$ cat config.mk
export PLATFORM = sky130hd
export DESIGN_NAME = icyc_seq
export DESIGN_NICKNAME = d
export VERILOG_FILES = /design/src/rtl/icyc_pkg.sv /design/src/rtl/icyc_decode.sv /design/src/rtl/icyc_alu.sv /design/src/rtl/icyc_seq.sv
export SDC_FILE = /design/constraint.sdc
export NUM_CORES = 1
export LEC_CHECK = 0
export ABC_CLOCK_PERIOD_IN_PS = 3400
export CORE_MARGIN = 2
export CORE_UTILIZATION = 25
export CTS_CLUSTER_DIAMETER = 60
export CTS_CLUSTER_SIZE = 20
export DETAILED_ROUTE_END_ITERATION = 16
export PLACE_DENSITY = 0.48
export RECOVER_POWER = 50
export SLEW_MARGIN = 30
export SYNTH_ARGS = -nofsm -noshare
export SYNTH_HDL_FRONTEND = slang
export SYNTH_SLANG_ARGS = --single-unit
$ cat constraint.sdc
create_clock -name clk -period 3.4 [get_ports clk]
set_input_delay 0.68 -clock clk [delete_from_list [all_inputs] [get_ports clk]]
set_output_delay 0.68 -clock clk [all_outputs]
set_load 0.01 [all_outputs]
$ cat src/rtl/icyc_pkg.sv
`timescale 1ns/1ps
package icyc_pkg;
    typedef enum logic [1:0] {
        SC_FETCH = 2'd0,
        SC_IND   = 2'd1,
        SC_EXEC  = 2'd2,
        SC_INTR  = 2'd3
    } subcyc_e;

    localparam int OP_W = 3;
    localparam logic [OP_W-1:0] OP_LOAD  = 3'd0;
    localparam logic [OP_W-1:0] OP_STORE = 3'd1;
    localparam logic [OP_W-1:0] OP_ADD   = 3'd2;
    localparam logic [OP_W-1:0] OP_JUMP  = 3'd3;
    localparam logic [OP_W-1:0] OP_INTEN = 3'd4;
endpackage

$ cat src/rtl/icyc_decode.sv
`timescale 1ns/1ps
module icyc_decode
    import icyc_pkg::*;
#(
    parameter int DATA_W = 16,
    parameter int ADDR_W = 12
) (
    input  logic [DATA_W-1:0] instr,
    output logic [OP_W-1:0]   opcode,
    output logic              indirect,
    output logic [ADDR_W-1:0] field,
    output logic              rd_op,
    output logic              wr_op
);
    localparam int IND_BIT = DATA_W - OP_W - 1;

    assign opcode   = instr[DATA_W-1 -: OP_W];
    assign indirect = instr[IND_BIT];
    assign field    = instr[ADDR_W-1:0];
    assign rd_op    = (opcode == OP_LOAD) || (opcode == OP_ADD);
    assign wr_op    = (opcode == OP_STORE);
endmodule

$ cat src/rtl/icyc_alu.sv
`timescale 1ns/1ps
module icyc_alu
    import icyc_pkg::*;
#(
    parameter int DATA_W = 16
) (
    input  logic [OP_W-1:0]   opcode,
    input  logic [DATA_W-1:0] acc_in,
    input  logic [DATA_W-1:0] operand,
    output logic [DATA_W-1:0] result
);
    always_comb begin
        unique case (opcode)
            OP_LOAD: result = operand;
            OP_ADD:  result = acc_in + operand;
            default: result = acc_in;
        endcase
    end
endmodule

$ cat src/rtl/icyc_seq.sv
`timescale 1ns/1ps
module icyc_seq
    import icyc_pkg::*;
#(
    parameter int DATA_W = 16,
    parameter int ADDR_W = 12,
    parameter logic [ADDR_W-1:0] RESET_PC     = 12'h010,
    parameter logic [ADDR_W-1:0] SAVE_ADDR    = 12'h0FF,
    parameter logic [ADDR_W-1:0] HANDLER_ADDR = 12'h080
) (
    input  logic              clk,
    input  logic              rst_n,
    output logic [ADDR_W-1:0] mem_addr,
    output logic              mem_rd,
    output logic              mem_wr,
    output logic [DATA_W-1:0] mem_wdata,
    input  logic [DATA_W-1:0] mem_rdata,
    input  logic              mem_ready,
    input  logic              irq,
    output logic [1:0]        state,
    output logic [ADDR_W-1:0] pc,
    output logic [DATA_W-1:0] acc,
    output logic              int_en
);
    localparam int STEP_W = 2;
    localparam int PAD_W  = DATA_W - ADDR_W;

    typedef struct packed {
        subcyc_e           sc;
        logic [STEP_W-1:0] step;
        logic [ADDR_W-1:0] pc;
        logic [ADDR_W-1:0] mar;
        logic [DATA_W-1:0] mbr;
        logic [DATA_W-1:0] ir;
        logic [DATA_W-1:0] acc;
        logic              ien;
    } seq_t;

    seq_t seq_d, seq_q;

    logic [OP_W-1:0]   op;
    logic              ind;
    logic [ADDR_W-1:0] ir_field;
    logic              rd_op;
    logic              wr_op;
    logic [DATA_W-1:0] alu_res;
    logic              exec_done;

    icyc_decode #(.DATA_W(DATA_W), .ADDR_W(ADDR_W)) u_dec (
        .instr    (seq_q.ir),
        .opcode   (op),
        .indirect (ind),
        .field    (ir_field),
        .rd_op    (rd_op),
        .wr_op    (wr_op)
    );

    icyc_alu #(.DATA_W(DATA_W)) u_alu (
        .opcode  (op),
        .acc_in  (seq_q.acc),
        .operand (mem_rdata),
        .result  (alu_res)
    );

    always_comb begin
        seq_d     = seq_q;
        exec_done = 1'b0;
        unique case (seq_q.sc)
            SC_FETCH: begin
                unique case (seq_q.step)
                    2'd0: begin
                        seq_d.mar  = seq_q.pc;
                        seq_d.step = 2'd1;
                    end
                    2'd1: begin
                        if (mem_ready) begin
                            seq_d.mbr  = mem_rdata;
                            seq_d.pc   = seq_q.pc + 1'b1;
                            seq_d.step = 2'd2;
                        end
                    end
                    2'd2: begin
                        seq_d.ir   = seq_q.mbr;
                        seq_d.step = 2'd3;
                    end
                    default: begin
                        seq_d.step = 2'd0;
                        seq_d.sc   = ind ? SC_IND : SC_EXEC;
                    end
                endcase
            end
            SC_IND: begin
                unique case (seq_q.step)
                    2'd0: begin
                        seq_d.mar  = ir_field;
                        seq_d.step = 2'd1;
                    end
                    2'd1: begin
                        if (mem_ready) begin
                            seq_d.mbr  = mem_rdata;
                            seq_d.step = 2'd0;
                            seq_d.sc   = SC_EXEC;
                        end
                    end
                    default: seq_d.step = 2'd0;
                endcase
            end
            SC_EXEC: begin
                unique case (seq_q.step)
                    2'd0: begin
                        seq_d.mar = seq_q.mbr[ADDR_W-1:0];
                        if (rd_op || wr_op) begin
                            seq_d.step = 2'd1;
                        end else begin
                            if (op == OP_JUMP)  seq_d.pc  = seq_q.mbr[ADDR_W-1:0];
                            if (op == OP_INTEN) seq_d.ien = 1'b1;
                            exec_done = 1'b1;
                        end
                    end
                    2'd1: begin
                        if (mem_ready) begin
                            if (rd_op) seq_d.acc = alu_res;
                            exec_done = 1'b1;
                        end
                    end
                    default: seq_d.step = 2'd0;
                endcase
            end
            default: begin
                unique case (seq_q.step)
                    2'd0: begin
                        seq_d.mbr  = {{PAD_W{1'b0}}, seq_q.pc};
                        seq_d.mar  = SAVE_ADDR;
                        seq_d.step = 2'd1;
                    end
                    2'd1: begin
                        if (mem_ready) begin
                            seq_d.pc   = HANDLER_ADDR;
                            seq_d.ien  = 1'b0;
                            seq_d.step = 2'd0;
                            seq_d.sc   = SC_FETCH;
                        end
                    end
                    default: seq_d.step = 2'd0;
                endcase
            end
        endcase
        if (exec_done) begin
            seq_d.step = 2'd0;
            seq_d.sc   = (irq && seq_q.ien) ? SC_INTR : SC_FETCH;
        end
    end

    always_ff @(posedge clk) begin
        if (!rst_n) begin
            seq_q <= '{sc: SC_FETCH, step: '0, pc: RESET_PC, mar: '0,
                       mbr: '0, ir: '0, acc: '0, ien: 1'b0};
        end else begin
            seq_q <= seq_d;
        end
    end

    assign mem_addr  = seq_q.mar;
    assign mem_rd    = (seq_q.step == 2'd1) &&
                       ((seq_q.sc == SC_FETCH) || (seq_q.sc == SC_IND) ||
                        ((seq_q.sc == SC_EXEC) && rd_op));
    assign mem_wr    = (seq_q.step == 2'd1) &&
                       (((seq_q.sc == SC_EXEC) && wr_op) || (seq_q.sc == SC_INTR));
    assign mem_wdata = (seq_q.sc == SC_INTR) ? seq_q.mbr : seq_q.acc;
    assign state     = seq_q.sc;
    assign pc        = seq_q.pc;
    assign acc       = seq_q.acc;
    assign int_en    = seq_q.ien;
endmodule

==> impl_metrics.toml, run 1 <==
[synthesis]
synth_cell_type_count = 57
synthDominantAreaCellType = "sky130_fd_sc_hd__dfxtp_1"
seq_area_frac_synth = 0.314
synth_top_cells_by_count = "sky130_fd_sc_hd__nand2_1, sky130_fd_sc_hd__dfxtp_1, sky130_fd_sc_hd__a21oi_1, sky130_fd_sc_hd__nor2_1, sky130_fd_sc_hd__buf_4"
synth_xor_area_frac = 0.0214
synthDominantCellAreaShare = 0.314
cell_area_after_synthesis_um2 = 4910
post_synthesis_register_bit_count = 77
synth_area_per_cell_um2 = 7.83
synth-compound-area-share = 0.245
async_flop_share = 0
synth.mux.area_fraction = 0.0831
synth-simple-area-share = 0.178
dominantRegCellSynth = "sky130_fd_sc_hd__dfxtp_1"
dominant_combinational_cell_family_by_area_after_synthesis = "compound AO/OA/AOI/OAI gates"
mappedNetlistNets = 668
synth.top_cells.by_area = "sky130_fd_sc_hd__dfxtp_1, sky130_fd_sc_hd__a21oi_1, sky130_fd_sc_hd__buf_4"
post_synth_inst_count = 627
synth_edf_count = 0
synth_most_common_cell = "sky130_fd_sc_hd__nand2_1"
synth_adder_area_share = 0.0550
yosys_warnings = 0

[placement]
detailedPlacementHpwl_um = 11300
port_buffers = 80
placedCellCount = 907
gp_congestion = 0.867

[floorplanning]
placement_rows = 51
io_pins = 81
floorplan.core_area_um2 = 19400
die_outline_area_um2 = 20800
initial_core_utilization = 0.253
dieWidth_um = 144
fp.dieH_um = 144

[clock_network]
cts_post_setup_buffers_inserted = 0
cts.path.max_buffers = 2
clk_latency_ns = 0.34
cts_max_level = 3
cts.clk_slew.worst_paths_ns = 0.06
cts-buffers-inserted = 9
cts_repair_resized_insts = 0
tritoncts_num_sinks = 77
ctsRootBufferMaster = "sky130_fd_sc_hd__clkbuf_16"
cts_hold_buffers = 0
cts_tree = "yes"

[final_layout]
final_core_occ = 0.309
diodes = 0
final_non_filler_cell_total = 923
n_fill_cell = 2133
synthToLayoutAreaGrowth_pct = 22.3
fin_nets = 694
sequential_cell_area_um2 = 1540
drive_gt1_frac = 0.0866
multi_input_area_um2 = 2860

[timing]
min_period_ns = 3.12
report.final.hold_viol_count = 0
final-max-slew-violation-count = 0
setup_viol = 0
fin_skew_ns = 0.00916
tns_ns = 0
layout_worst_path_cycle_share = 0.918
timing.max_slew.rel_slack = 0.281
rsz0062_at_grt = "false"
worst_pin_slew_ns = 1.08
fmax_mhz = 320

[setup_path]
startpoint = "mem_rdata[0]"
crit_path_max_fanout = 3
crit_path_max_incr_delay_ns = 0.54
kind_of_start_point_of_the_critical_path = "primary input"
end_kind = "flop"
critical_path_class = "primary input to flop"
rr_startpoint = "state[1]"
cp_slowest_cell = "sky130_fd_sc_hd__clkdlybuf4s50_1"
timing.critical_path.arrival_ns = 3.38
crit_chain = "clkdlybuf4s50_1 > ha_1 > inv_1 > fa_1 > nand2b_1 > a21oi_1 > a211oi_1 > o31a_1 > a31oi_1 > mux2_2 > o22ai_1"
required_ns = 3.66

[route]
avgViaCountPerCell = 4.89
route.detailed.drc = 0
detailedRoute.firstPassIterationCount = 5
drt_iter0_markers = 267
antenna_left = 0
drt-total-wl_um = 15300
routed_wire_length_per_instance_um = 16.5
routed-via-count = 4518

[global_route]
maximum_number_of_pins_on_one_net_before_global_route_repair = 40
global_route_wire_length_before_repair_um = 24300
grt_antenna_before_repair = 0
grt_use_total = 0.150
grt_pass1_vias = 4419
gr-total-overflow = 0

[run]
maxCapViolations = 0

[pwr]
peak_supply_drop_v = 0.000246
pwr_density_cell_nw_per_um2 = 669
p_leak_nw = 2.26

[min_path]
holdCritPathClass = "flop to flop"
worst_hold_startpoint = "seq_q[17]"

[status]
run_status = "complete, no violations"
==> cell type report <==
class,instances,area share
Timing Repair Buffer,95,0.149
Sequential cell,77,0.257
Multi-Input combinational cell,459,0.477
Clock buffer,11,0.0421
Inverter,11,0.00688
Clock inverter,5,0.0135
Tap cell,265,0.0552
==> stage by stage <==
step / worst slack, ns / hold slack, ns / power [mW] / cell area, um2
after floorplan: 0.772 / 0.436 / 2.45 / 4910
after global placement: 0.0485 / 0.441 / 2.98 / 5700
after detailed placement: 0.00486 / 0.446 / 3.01 / 5700
after CTS: 0.345 / 0.455 / 4.10 / 6040
after global routing: 0.190 / 0.477 / 4.29 / 6000
final: 0.280 / 0.454 / 4.02 / 6000
==> sequential cells by signal, summed over array words and instances, names as in the netlist <==
register	cells
mem_addr	12
acc	16
int_en	1
pc	12
seq_q	34
state	2
==> logic make-up after synthesis <==
group,count (synthesis)
buf+inv,91
flops,77
simple gates,201
mux,38
compound gates,187
xor+xnor,12
fa+ha+maj,21
==> final timing paths <==
path	to	slack [ns]	depth (start not counted)
worst max-delay path	acc[14]	0.28	11
worst min-delay path	seq_q[17]	0.45	2
worst max register to register	seq_q[20]	0.54	6
worst min register to register	seq_q[17]	0.45	2
==> worst max-delay path: cells and delay by family <==
kind	cells	cell delay, ns
adder cells (fa/ha/maj)	2	0.62
AND/OR/NAND/NOR	1	0.19
AO/OA/AOI/OAI	5	0.92
buffers and inverters	2	0.61
multiplexers	1	0.36
==> routing by layer <==
layer / vias up / global-route usage / wire length [um]
li1: 2247 / - / -
met1: 2149 / 0.204 / 7580
met2: 109 / 0.240 / 6890
met3: 13 / 0.0311 / 603
met4: 0 / 0.0429 / 189
met5: - / 0 / 0
==> where the power goes <==
group	switching [mW]	internal [mW]
Combinational	0.988	0.689
Clock	0.391	0.684
Sequential	0.194	1.07
==> placed cells by master (no fill, tap or decap), drive strengths merged, types with 20 or more instances in the layout <==
cell type / instances
a211oi: 21
a21oi: 70
clkdlybuf4s50: 47
dfxtp: 77
dlygate4sd3: 33
ha: 20
mux2: 22
nand2: 83
nor2: 65
o21ai: 31
Note: power is estimated with default switching activity, not from simulation.
==> inputs of run 2 (changes only) <==
Settings changed: GPL_ROUTABILITY_DRIVEN set to 0.
==> impl_metrics.toml, run 2 (synthesis gave the netlist of run 1 again) <==
[timing]
rsz0062_at_grt = "false"
layout_worst_path_cycle_share = 0.929
worst_pin_slew_ns = 1.20
report.final.hold_viol_count = 0
tns_ns = 0
min_period_ns = 3.16
fin_skew_ns = 0.00803
setup_viol = 0
hold_slack_ns = 0.456
timing.max_slew.rel_slack = 0.202
fmax_mhz = 317
final-max-slew-violation-count = 0

[final_layout]
diodes = 0
layout_commonest_cell = "sky130_fd_sc_hd__nand2_1"
final_core_occ = 0.309
largest_reg_flops = 34
drive_gt1_frac = 0.0912
fin_nets = 694
regMostFlops = "seq_q"
synthToLayoutAreaGrowth_pct = 22.0
mostFrequentLayoutCells = "sky130_fd_sc_hd__nand2_1, sky130_fd_sc_hd__dfxtp_1, sky130_fd_sc_hd__a21oi_1"
final_cell_area_um2 = 5990

[min_path]
whs_path_depth = 2
holdCritPathClass = "flop to flop"

[clock_network]
cts_hold_buffers = 0
clk_latency_ns = 0.33
ctsRootBufferMaster = "sky130_fd_sc_hd__clkbuf_16"
cts_repair_resized_insts = 0
cts.clk_slew.worst_paths_ns = 0.06
cts_max_level = 3
tritoncts_num_sinks = 77
cts_tree = "yes"
cts_post_setup_buffers_inserted = 0
cts.path.max_buffers = 2
cts-buffers-inserted = 9

[global_route]
grt_use_total = 0.145
gr-max-usage-layer = "met2"
maximum_number_of_pins_on_one_net_before_global_route_repair = 39
grt_antenna_before_repair = 0
global_route_wire_length_before_repair_um = 23600
gr-total-overflow = 0
met3_resource_use_gr = 0.0315
grt_pass1_vias = 4326
use_met2 = 0.225
grt_util_met1 = 0.202

[run]
maxCapViolations = 0

[pwr]
pwr_density_cell_nw_per_um2 = 647
peak_supply_drop_v = 0.000252
totalPowerFinal_mw = 3.88
p_leak_nw = 2.28

[setup_path]
worst_r2r_path_depth = 7
timing.critical_path.arrival_ns = 3.42
cp_slowest_cell = "sky130_fd_sc_hd__dlygate4sd3_1"
crit_path_max_fanout = 3
critical_path_class = "primary input to flop"
end_kind = "flop"
crit_path_max_incr_delay_ns = 0.61
kind_of_start_point_of_the_critical_path = "primary input"
required_ns = 3.66
crit_chain = "dlygate4sd3_1 > ha_1 > inv_1 > fa_1 > nand2b_1 > a21oi_1 > a211oi_1 > o31a_1 > a31oi_1 > mux2_2 > o22ai_1"

[route]
routed-via-count = 4429
drt_iter0_markers = 280
avgViaCountPerCell = 4.80
drt-total-wl_um = 14900
route.detailed.drc = 0
antenna_left = 0
detailedRoute.firstPassIterationCount = 5
routed_wire_length_per_instance_um = 16.2

[placement]
detailedPlacementHpwl_um = 11100
place_area_um2 = 5700
port_buffers = 80

[floorplanning]
die_outline_area_um2 = 20800
floorplan.core_area_um2 = 19400
placement_rows = 51
fp.dieH_um = 144
initial_core_utilization = 0.253
io_pins = 81
dieWidth_um = 144

[status]
run_status = "complete, no violations"
run 2: cell types whose count changed in the layout (fill, tap and decap cells not counted), moves of 2 or more:
| cell | change |
|---|---|
| sky130_fd_sc_hd__bufinv_16 | -2 |
| sky130_fd_sc_hd__clkdlybuf4s50_1 | -8 |
| sky130_fd_sc_hd__clkbuf_1 | -2 |
| sky130_fd_sc_hd__buf_4 | +2 |
| sky130_fd_sc_hd__clkbuf_8 | +2 |
| sky130_fd_sc_hd__dlygate4sd3_1 | +8 |
run 2: worst paths after layout:
path | startpoint | end | slack (ns)
max | mem_rdata[0] | acc[14] | 0.24
min | seq_q[25] | seq_q[25] | 0.46
max reg2reg | state[1] | seq_q[73] | 0.41
min reg2reg | seq_q[25] | seq_q[25] | 0.46
run 2: area by class of cell:
class,count,area (um2)
well taps,265,332
fillers,2088,13400
clock buffers,13,280
multi-input cells,459,2860
clock inverters,3,17.5
repair buffers,95,916
flip-flops and latches,77,1540
inverters,11,41.3
run 2: critical path: cells and delay by family:
kind | cells | cell delay [ns]
AOI/OAI and AO/OA | 5 | 0.89
adders and majority gates | 2 | 0.61
buffers and inverters | 2 | 0.68
muxes | 1 | 0.36
and+or+nand+nor | 1 | 0.18
run 2: per-layer routing:
metal  part of all wire  vias to the layer above
li1                   -                     2247
met2               0.45                      123
met3              0.052                       17
met1               0.49                     2042
met5                  0                        -
met4              0.015                        0
run 2: power by group:
part           switching [mW]  leakage, nW  internal [mW]  total [mW]
clock                   0.384        0.148          0.572       0.956
sequential              0.178        0.625           1.07        1.25
combinational           0.983         1.51          0.688        1.67
total                    1.55         2.28           2.33        3.88
run 2: stage by stage:
stage / instances / worst slack [ns]
after floorplan: 627 / 0.772
after global placement: 907 / 0.0454
after detailed placement: 907 / -0.00492
after CTS: 923 / 0.335
after global routing: 923 / 0.155
final: 923 / 0.242
